### src/rtl/mdio_slv_pkg.sv
package mdio_slv_pkg;

  localparam int REG_W     = 16;
  localparam int CFG_WORDS = 5;

  // register map
  localparam logic [4:0] RA_ID_HI  = 5'd5;
  localparam logic [4:0] RA_ID_LO  = 5'd6;
  localparam logic [4:0] RA_STAT   = 5'd7;
  localparam logic [4:0] RA_CHG    = 5'd8;
  localparam logic [4:0] RA_MASK   = 5'd9;
  localparam logic [4:0] RA_ADDR   = 5'd10;
  localparam logic [4:0] RA_COUNT  = 5'd11;

  // bit positions inside the frame body (after the start pair)
  localparam logic [4:0] FP_REG_LAST = 5'd11;
  localparam logic [4:0] FP_TA1      = 5'd12;
  localparam logic [4:0] FP_TA2      = 5'd13;
  localparam logic [4:0] FP_DATA_LST = 5'd28;
  localparam logic [4:0] FP_LAST     = 5'd29;

  localparam logic [1:0] OP_RD = 2'b10;
  localparam logic [1:0] OP_WR = 2'b01;

  typedef enum logic [1:0] {
    PH_HUNT,
    PH_START,
    PH_BODY
  } phase_t;

  typedef struct packed {
    logic [1:0] op;
    logic [4:0] phy;
    logic [4:0] ra;
  } hdr_t;

endpackage

### src/rtl/mdio_sync.sv
module mdio_sync #(
  parameter int STAGES = 2
) (
  input  logic clk,
  input  logic rst_n,
  input  logic mdc,
  input  logic mdio_in,
  output logic bit_rise,
  output logic bit_val
);

  logic [STAGES-1:0] mdc_p;
  logic [STAGES-1:0] dio_p;
  logic              mdc_last;

  always_ff @(posedge clk) begin
    if (!rst_n) begin
      mdc_p    <= '0;
      dio_p    <= '1;
      mdc_last <= 1'b0;
    end else begin
      mdc_p    <= {mdc_p[STAGES-2:0], mdc};
      dio_p    <= {dio_p[STAGES-2:0], mdio_in};
      mdc_last <= mdc_p[STAGES-1];
    end
  end

  assign bit_rise = mdc_p[STAGES-1] & ~mdc_last;
  assign bit_val  = dio_p[STAGES-1];

endmodule

### src/rtl/mdio_frame_engine.sv
module mdio_frame_engine
  import mdio_slv_pkg::*;
#(
  parameter int PRE_LEN = 32,
  localparam int PC_W   = $clog2(PRE_LEN + 1)
) (
  input  logic        clk,
  input  logic        rst_n,
  input  logic        bit_rise,
  input  logic        bit_in,
  input  logic [4:0]  my_addr,
  input  logic [15:0] rd_data,
  output logic        rd_req,
  output logic        wr_en,
  output logic [4:0]  reg_addr,
  output logic [15:0] wr_data,
  output logic        drv_oe,
  output logic        drv_bit
);

  localparam logic [PC_W-1:0] PRE_FULL = PC_W'(PRE_LEN);

  phase_t          phase;
  logic [PC_W-1:0] pre_cnt;
  logic [4:0]      pos;
  logic [11:0]     hdr_q;
  hdr_t            hdr_nx;
  logic [15:0]     sh;
  logic            act_rd, act_wr;
  logic [4:0]      ra_q;
  logic            oe_q, do_q;

  logic in_body, dec_now, hit, wr_hit;

  assign hdr_nx  = hdr_t'({hdr_q[10:0], bit_in});
  assign in_body = bit_rise && (phase == PH_BODY);
  assign dec_now = in_body && (pos == FP_REG_LAST);
  assign hit     = (hdr_nx.phy == my_addr) && (hdr_nx.ra < RA_COUNT);
  assign rd_req  = dec_now && hit && (hdr_nx.op == OP_RD);
  assign wr_hit  = dec_now && hit && (hdr_nx.op == OP_WR);

  assign reg_addr = dec_now ? hdr_nx.ra : ra_q;
  assign wr_en    = in_body && (pos == FP_LAST) && act_wr;
  assign wr_data  = {sh[14:0], bit_in};
  assign drv_oe   = oe_q;
  assign drv_bit  = do_q;

  always_ff @(posedge clk) begin
    if (!rst_n) begin
      phase   <= PH_HUNT;
      pre_cnt <= '0;
      pos     <= '0;
      hdr_q   <= '0;
      sh      <= '0;
      act_rd  <= 1'b0;
      act_wr  <= 1'b0;
      ra_q    <= '0;
      oe_q    <= 1'b0;
      do_q    <= 1'b0;
    end else if (bit_rise) begin
      unique case (phase)
        PH_HUNT: begin
          if (bit_in) begin
            if (pre_cnt != PRE_FULL) pre_cnt <= pre_cnt + 1'b1;
          end else if (pre_cnt == PRE_FULL) begin
            phase   <= PH_START;
            pre_cnt <= '0;
          end else begin
            pre_cnt <= '0;
          end
        end
        PH_START: begin
          pre_cnt <= '0;
          pos     <= '0;
          phase   <= bit_in ? PH_BODY : PH_HUNT;
        end
        PH_BODY: begin
          if (pos <= FP_REG_LAST) hdr_q <= hdr_nx;
          if (pos == FP_REG_LAST) begin
            act_rd <= rd_req;
            act_wr <= wr_hit;
            ra_q   <= hdr_nx.ra;
            if (rd_req) sh <= rd_data;
          end
          if ((pos == FP_TA1) && act_rd) begin
            oe_q <= 1'b1;
            do_q <= 1'b0;
          end
          if ((pos >= FP_TA2) && (pos <= FP_DATA_LST) && act_rd) begin
            do_q <= sh[15];
            sh   <= {sh[14:0], 1'b0};
          end
          if ((pos > FP_TA2) && (pos < FP_LAST) && act_wr)
            sh <= {sh[14:0], bit_in};
          if (pos == FP_LAST) begin
            oe_q   <= 1'b0;
            do_q   <= 1'b0;
            act_rd <= 1'b0;
            act_wr <= 1'b0;
            pos    <= '0;
            phase  <= PH_HUNT;
          end else begin
            pos <= pos + 1'b1;
          end
        end
        default: phase <= PH_HUNT;
      endcase
    end
  end

endmodule

### src/rtl/mdio_reg_bank.sv
module mdio_reg_bank
  import mdio_slv_pkg::*;
#(
  parameter int                        STAT_W  = 8,
  parameter logic [CFG_WORDS*REG_W-1:0] CFG_RST = '0,
  parameter logic [REG_W-1:0]           ID_HI   = 16'h0A5C,
  parameter logic [REG_W-1:0]           ID_LO   = 16'h31E2
) (
  input  logic                        clk,
  input  logic                        rst_n,
  input  logic [4:0]                  strap_addr,
  input  logic [STAT_W-1:0]           status_in,
  input  logic                        rd_req,
  input  logic                        wr_en,
  input  logic [4:0]                  addr,
  input  logic [REG_W-1:0]            wr_data,
  output logic [REG_W-1:0]            rd_data,
  output logic [4:0]                  phy_addr,
  output logic [CFG_WORDS*REG_W-1:0]  cfg_words,
  output logic                        irq_drive_low
);

  logic [REG_W-1:0]  mask_q;
  logic [STAT_W-1:0] prev_q;
  logic [STAT_W-1:0] latch_q;
  logic [STAT_W-1:0] chg, clr;
  logic [REG_W-1:0]  stat_ext, latch_ext;

  // configuration words, one register per word
  for (genvar k = 0; k < CFG_WORDS; k++) begin : g_cfg
    always_ff @(posedge clk) begin
      if (!rst_n)
        cfg_words[k*REG_W +: REG_W] <= CFG_RST[k*REG_W +: REG_W];
      else if (wr_en && (addr == 5'(k)))
        cfg_words[k*REG_W +: REG_W] <= wr_data;
    end
  end

  // strap capture and mask
  always_ff @(posedge clk) begin
    if (!rst_n) begin
      phy_addr <= strap_addr;
      mask_q   <= '1;
    end else if (wr_en && (addr == RA_MASK)) begin
      mask_q <= wr_data;
    end
  end

  // change tracking
  assign chg = (status_in ^ prev_q) & mask_q[STAT_W-1:0];
  assign clr = (rd_req && (addr == RA_CHG)) ? latch_q : '0;

  always_ff @(posedge clk) begin
    if (!rst_n) begin
      prev_q  <= status_in;
      latch_q <= '0;
    end else begin
      prev_q  <= status_in;
      latch_q <= (latch_q & ~clr) | chg;
    end
  end

  assign irq_drive_low = |latch_q;

  always_comb begin
    stat_ext                = '0;
    stat_ext[STAT_W-1:0]    = status_in;
    latch_ext               = '0;
    latch_ext[STAT_W-1:0]   = latch_q;
  end

  always_comb begin
    rd_data = '0;
    if (addr < 5'(CFG_WORDS)) begin
      rd_data = cfg_words[addr*REG_W +: REG_W];
    end else begin
      unique case (addr)
        RA_ID_HI: rd_data = ID_HI;
        RA_ID_LO: rd_data = ID_LO;
        RA_STAT:  rd_data = stat_ext;
        RA_CHG:   rd_data = latch_ext;
        RA_MASK:  rd_data = mask_q;
        RA_ADDR:  rd_data = {11'd0, phy_addr};
        default:  rd_data = '0;
      endcase
    end
  end

endmodule

### src/rtl/mdio_mgmt_slave.sv
module mdio_mgmt_slave
  import mdio_slv_pkg::*;
#(
  parameter int                         STAT_W      = 8,
  parameter int                         PRE_LEN     = 32,
  parameter int                         SYNC_STAGES = 2,
  parameter logic [CFG_WORDS*REG_W-1:0] CFG_RST     = 80'h0000_0000_01E1_0000_1000,
  parameter logic [REG_W-1:0]           ID_HI       = 16'h0A5C,
  parameter logic [REG_W-1:0]           ID_LO       = 16'h31E2
) (
  input  logic                       clk,
  input  logic                       rst_n,
  input  logic [4:0]                 strap_addr,
  input  logic                       mdc,
  input  logic                       mdio_in,
  output logic                       mdio_out,
  output logic                       mdio_oe,
  input  logic [STAT_W-1:0]          status_in,
  output logic                       irq_drive_low,
  output logic [CFG_WORDS*REG_W-1:0] cfg_words
);

  logic              mdc_rise;
  logic              bit_val;
  logic              rd_req;
  logic              wr_en;
  logic [4:0]        rd_addr;
  logic [REG_W-1:0]  wr_data;
  logic [REG_W-1:0]  rd_data;
  logic [4:0]        phy_addr;

  mdio_sync #(
    .STAGES (SYNC_STAGES)
  ) u_sync (
    .clk      (clk),
    .rst_n    (rst_n),
    .mdc      (mdc),
    .mdio_in  (mdio_in),
    .bit_rise (mdc_rise),
    .bit_val  (bit_val)
  );

  mdio_frame_engine #(
    .PRE_LEN (PRE_LEN)
  ) u_eng (
    .clk      (clk),
    .rst_n    (rst_n),
    .bit_rise (mdc_rise),
    .bit_in   (bit_val),
    .my_addr  (phy_addr),
    .rd_data  (rd_data),
    .rd_req   (rd_req),
    .wr_en    (wr_en),
    .reg_addr (rd_addr),
    .wr_data  (wr_data),
    .drv_oe   (mdio_oe),
    .drv_bit  (mdio_out)
  );

  mdio_reg_bank #(
    .STAT_W  (STAT_W),
    .CFG_RST (CFG_RST),
    .ID_HI   (ID_HI),
    .ID_LO   (ID_LO)
  ) u_bank (
    .clk           (clk),
    .rst_n         (rst_n),
    .strap_addr    (strap_addr),
    .status_in     (status_in),
    .rd_req        (rd_req),
    .wr_en         (wr_en),
    .addr          (rd_addr),
    .wr_data       (wr_data),
    .rd_data       (rd_data),
    .phy_addr      (phy_addr),
    .cfg_words     (cfg_words),
    .irq_drive_low (irq_drive_low)
  );

endmodule

### config.mk
export PLATFORM = sky130hd
export DESIGN_NAME = mdio_mgmt_slave
export DESIGN_NICKNAME = d
export VERILOG_FILES = /design/src/rtl/mdio_slv_pkg.sv /design/src/rtl/mdio_sync.sv /design/src/rtl/mdio_frame_engine.sv /design/src/rtl/mdio_reg_bank.sv /design/src/rtl/mdio_mgmt_slave.sv
export SDC_FILE = /design/constraint.sdc
export NUM_CORES = 1
export LEC_CHECK = 0
export ABC_AREA = 1
export BUFFER_PORTS_ARGS = -buffer_cell sky130_fd_sc_hd__buf_2
export CAP_MARGIN = 30
export CORE_UTILIZATION = 52
export CTS_CLUSTER_SIZE = 28
export DETAILED_ROUTE_END_ITERATION = 12
export GPL_ROUTABILITY_DRIVEN = 1
export GPL_TIMING_DRIVEN = 0
export PLACE_DENSITY = 0.76
export SLEW_MARGIN = 5
export SYNTH_ARGS = -nofsm -noshare
export SYNTH_HDL_FRONTEND = slang
export SYNTH_SLANG_ARGS = --single-unit
### constraint.sdc
create_clock -name clk -period 1.9 [get_ports clk]
set_input_delay 0.38 -clock clk [delete_from_list [all_inputs] [get_ports clk]]
set_output_delay 0.38 -clock clk [all_outputs]
set_load 0.02 [all_outputs]
==> results.sh <==
export IMPL_pwr_share_clk_pct=50.4
export IMPL_crit_buf_inv=1
export IMPL_antenna_found_initial=0
export IMPL_crit_start="u_sync.mdc_p[1]"
export IMPL_powerDensity_mw_per_mm2=710
export IMPL_rows=44
export IMPL_crit_chain="nand2_2, nor2_8, nand2_8, nand2_2, nand2_4, nand2_4, buf_4, o22ai_1, nor2_1, nand3_1, nand2_1, nand2_1, a21oi_1"
export IMPL_fin_worst_skew_ns=0.00748
export IMPL_cts_hold_buffers_added=0
export IMPL_postSynthAreaPerCell_um2=7.72
export IMPL_slowest_delay_ns=0.36
export IMPL_setup_tns_ns=-34.14
export IMPL_grt_util_met2_pct=55.3
export IMPL_drive_above_1_share_pct=35.6
export IMPL_htree_num_levels=4
export IMPL_top_usage_layer="met2"
export IMPL_finalWorstPathRequiredPeriod_ns=2.35
export IMPL_swShare_pct=21.5
export IMPL_vias=8937
export IMPL_fin_cells=1413
export IMPL_dr_pass1_iters=10
export IMPL_multi_input_area_mm2=0.00456
export IMPL_worst_slack_ns=-0.454
export IMPL_power_leakage_nw=4.84
export IMPL_ir_worst_vdd_mv=0.794
export IMPL_async_flop_share_pct=0
export IMPL_place_port_buffers=99
export IMPL_arrival_ns=2.73
export IMPL_hold_path_class="in2reg"
export IMPL_yosysWarnings=0
export IMPL_finalPower_w=0.00786
export IMPL_synth_area_mm2=0.00794
export IMPL_synthTopCellsByCount="dfxtp_1 (166), nand2_1 (138), a21oi_1 (135)"
export IMPL_synth_top_area_share_pct=41.9
export IMPL_critPathTopFamily="simple AND/OR/NAND/NOR gates"
export IMPL_finalCritPeriodShare_pct=124
export IMPL_synth_top_cell_by_area="dfxtp_1"
export IMPL_worstSetupEndpointType="register"
export IMPL_postSynthCellCount=1028
export IMPL_synth_area_leaders="dfxtp_1 (42%), a21oi_1 (8.5%), nand2_1 (6.5%), o21ai_0 (6.0%), nand3_1 (5.1%)"
export IMPL_cts_buffers=17
export IMPL_post_dp_hpwl_um=17700
export IMPL_violations="DRC, setup timing"
export IMPL_grt_usage_pct=35.8
export IMPL_synth_edf_count=5
export IMPL_clk_pin_slew_ns=0.06
export IMPL_fp_dieW_um=126
export IMPL_vias_per_cell=6.32
export IMPL_coreArea_mm2=0.0147
export IMPL_layout_area_overhead_vs_synth_pct=39.4
export IMPL_seqCellArea_mm2=0.00348
export IMPL_cp_slowest_cell="dfxtp_1"
export IMPL_start_util_pct=54.0
export IMPL_cts_tree="done"
export IMPL_cts_sinks=171
export IMPL_diodes=0
export IMPL_hold_viol_final=0
export IMPL_drc=1
export IMPL_worst_ep_required_time_ns=2.27
export IMPL_grt_overflow=0
export IMPL_p_switching_w=0.00169
export IMPL_clkLatencyLatePin_ns=0.44
export IMPL_yosysSeqAreaShare_pct=43.8
export IMPL_whs_ns=0.0801
export IMPL_finalNetCount=1242
export IMPL_syn_nets=1054
export IMPL_dpl_cell_area_mm2=0.00876
export IMPL_synth_ff_type="dfxtp_1"
export IMPL_synth_cell_types=44
export IMPL_worst_pin_slew_ns=0.955
export IMPL_p_int_w=0.00616
export IMPL_worstHoldStart="status_in[1]"
export IMPL_grt_pass1_vias=7889
export IMPL_maxSlewViolCount=0
export IMPL_io_pins=100
export IMPL_routedWlPerCell_um=22.2
export IMPL_gp_congestion=0.957
export IMPL_synth_most_common_cell="dfxtp_1"
export IMPL_grt_pass1_wl_um=43500
export IMPL_design_area_mm2=0.0111
export IMPL_max_slew_margin_pct=36.3
export IMPL_combPwrFrac_pct=2.9
export IMPL_status="finished, violations left"
export IMPL_setup_viol=121
export IMPL_use_met3_pct=7.62
export IMPL_drtAntennaViolNets=0
export IMPL_path_max_fanout=10
export IMPL_fillers=926
export IMPL_use_met1_pct=47.0
export IMPL_worstSetupPathType="reg2reg"
export IMPL_start_kind="register"
export IMPL_wirelength_um=31400
export IMPL_drv_cap=0
export IMPL_die_h_um=126
export IMPL_grt_start_max_net_pins=17
export IMPL_fmax_mhz=425
export IMPL_rr_startpoint="u_sync.mdc_p[1]"
export IMPL_clk_path_buf_depth=2
export IMPL_cts_root_buf="clkbuf_16"
export IMPL_dp_cells=1311
export IMPL_grt_setup_unrepaired="true"
export IMPL_ys_ff_latch=171
export IMPL_pwr_share_seq_pct=46.7
export IMPL_die_area_mm2=0.0158
export IMPL_drtIter0Drc=1171
## area by class of cell
type | instances | area share [%]
multi-input combinational | 711 | 41.2
sequential | 171 | 31.5
timing repair buffer | 170 | 11.8
buffer | 54 | 4.18
clock buffer | 19 | 3.91
inverter | 91 | 3.30
tap | 184 | 2.08
clock inverter | 13 | 2.00
## flip-flops by register name, indices dropped and copies added, names as in the netlist, 2 cells and up
register,flops
u_bank.cfg_words,80
u_bank.latch_q,8
u_bank.mask_q,16
u_bank.phy_addr,5
u_bank.prev_q,8
u_eng.hdr_q,11
u_eng.phase,2
u_eng.pos,5
u_eng.pre_cnt,6
u_eng.ra_q,5
u_eng.sh,16
u_sync.dio_p,2
u_sync.mdc_p,2
## cells in the final DEF, fill, tap and decap left out, types with 20 or more instances in the layout
cell,instances
clkbuf_1,20
buf_6,29
inv_1,74
buf_4,39
a21oi_2,35
a21oi_1,100
o21ai_2,54
buf_2,100
o21ai_0,41
nand3_1,73
o21ai_1,27
nor2_1,79
nand2_1,125
clkbuf_16,20
dfxtp_1,162
## logic make-up after synthesis
group           synth area share [%]
simple gates                    24.5
compound gates                  20.4
xor+xnor                        1.54
fa+ha+maj                       1.42
buf+inv                         8.42
flops                           43.8
## power groups by stage
stage	logic [W]	registers [W]	clock network, W
after floorplan	0.000109	0.00374	0
after global placement	0.000178	0.00375	0
after detailed placement	0.000182	0.00375	0
after CTS	0.000198	0.00367	0.00392
after global routing	0.000245	0.00367	0.00409
final	0.000227	0.00367	0.00396
## through the flow
stage               setup WS [ns]  util (%)
finish                     -0.454      75.3
global route               -0.492      75.3
CTS                        -0.243      71.3
detailed placement         -0.453      59.6
global placement           -0.404      59.6
floorplan                 -0.0776         -
## worst reg2reg max path: cells and delay by family (launching register included)
family                 cells  cell delay, ns
AOI/OAI and AO/OA          2            0.23
and+or+nand+nor           10            1.47
DFF                        1            0.36
buffers and inverters      1            0.22
## what timing repair did
action                     4_1_cts  5_1_grt
setup endpoints to repair      133      140
setup buffers                   46       15
cloned                          10        2
pin swaps                       34       39
resized for setup              176      131
## metal layers
layer / vias up / share of wire, %
met5: - / 0
met4: 0 / 6.9
li1: 3855 / -
met3: 213 / 11
met1: 4142 / 38
met2: 727 / 45
## final timing paths
check                     end  slack [ns]  cells after the start
max              u_eng.sh[14]       -0.45                     13
min          u_bank.prev_q[1]        0.08                      1
max reg2reg      u_eng.sh[14]       -0.45                     13
min reg2reg   u_sync.mdc_p[1]        0.44                      2
No activity file was read; power rests on OpenSTA's default activity.
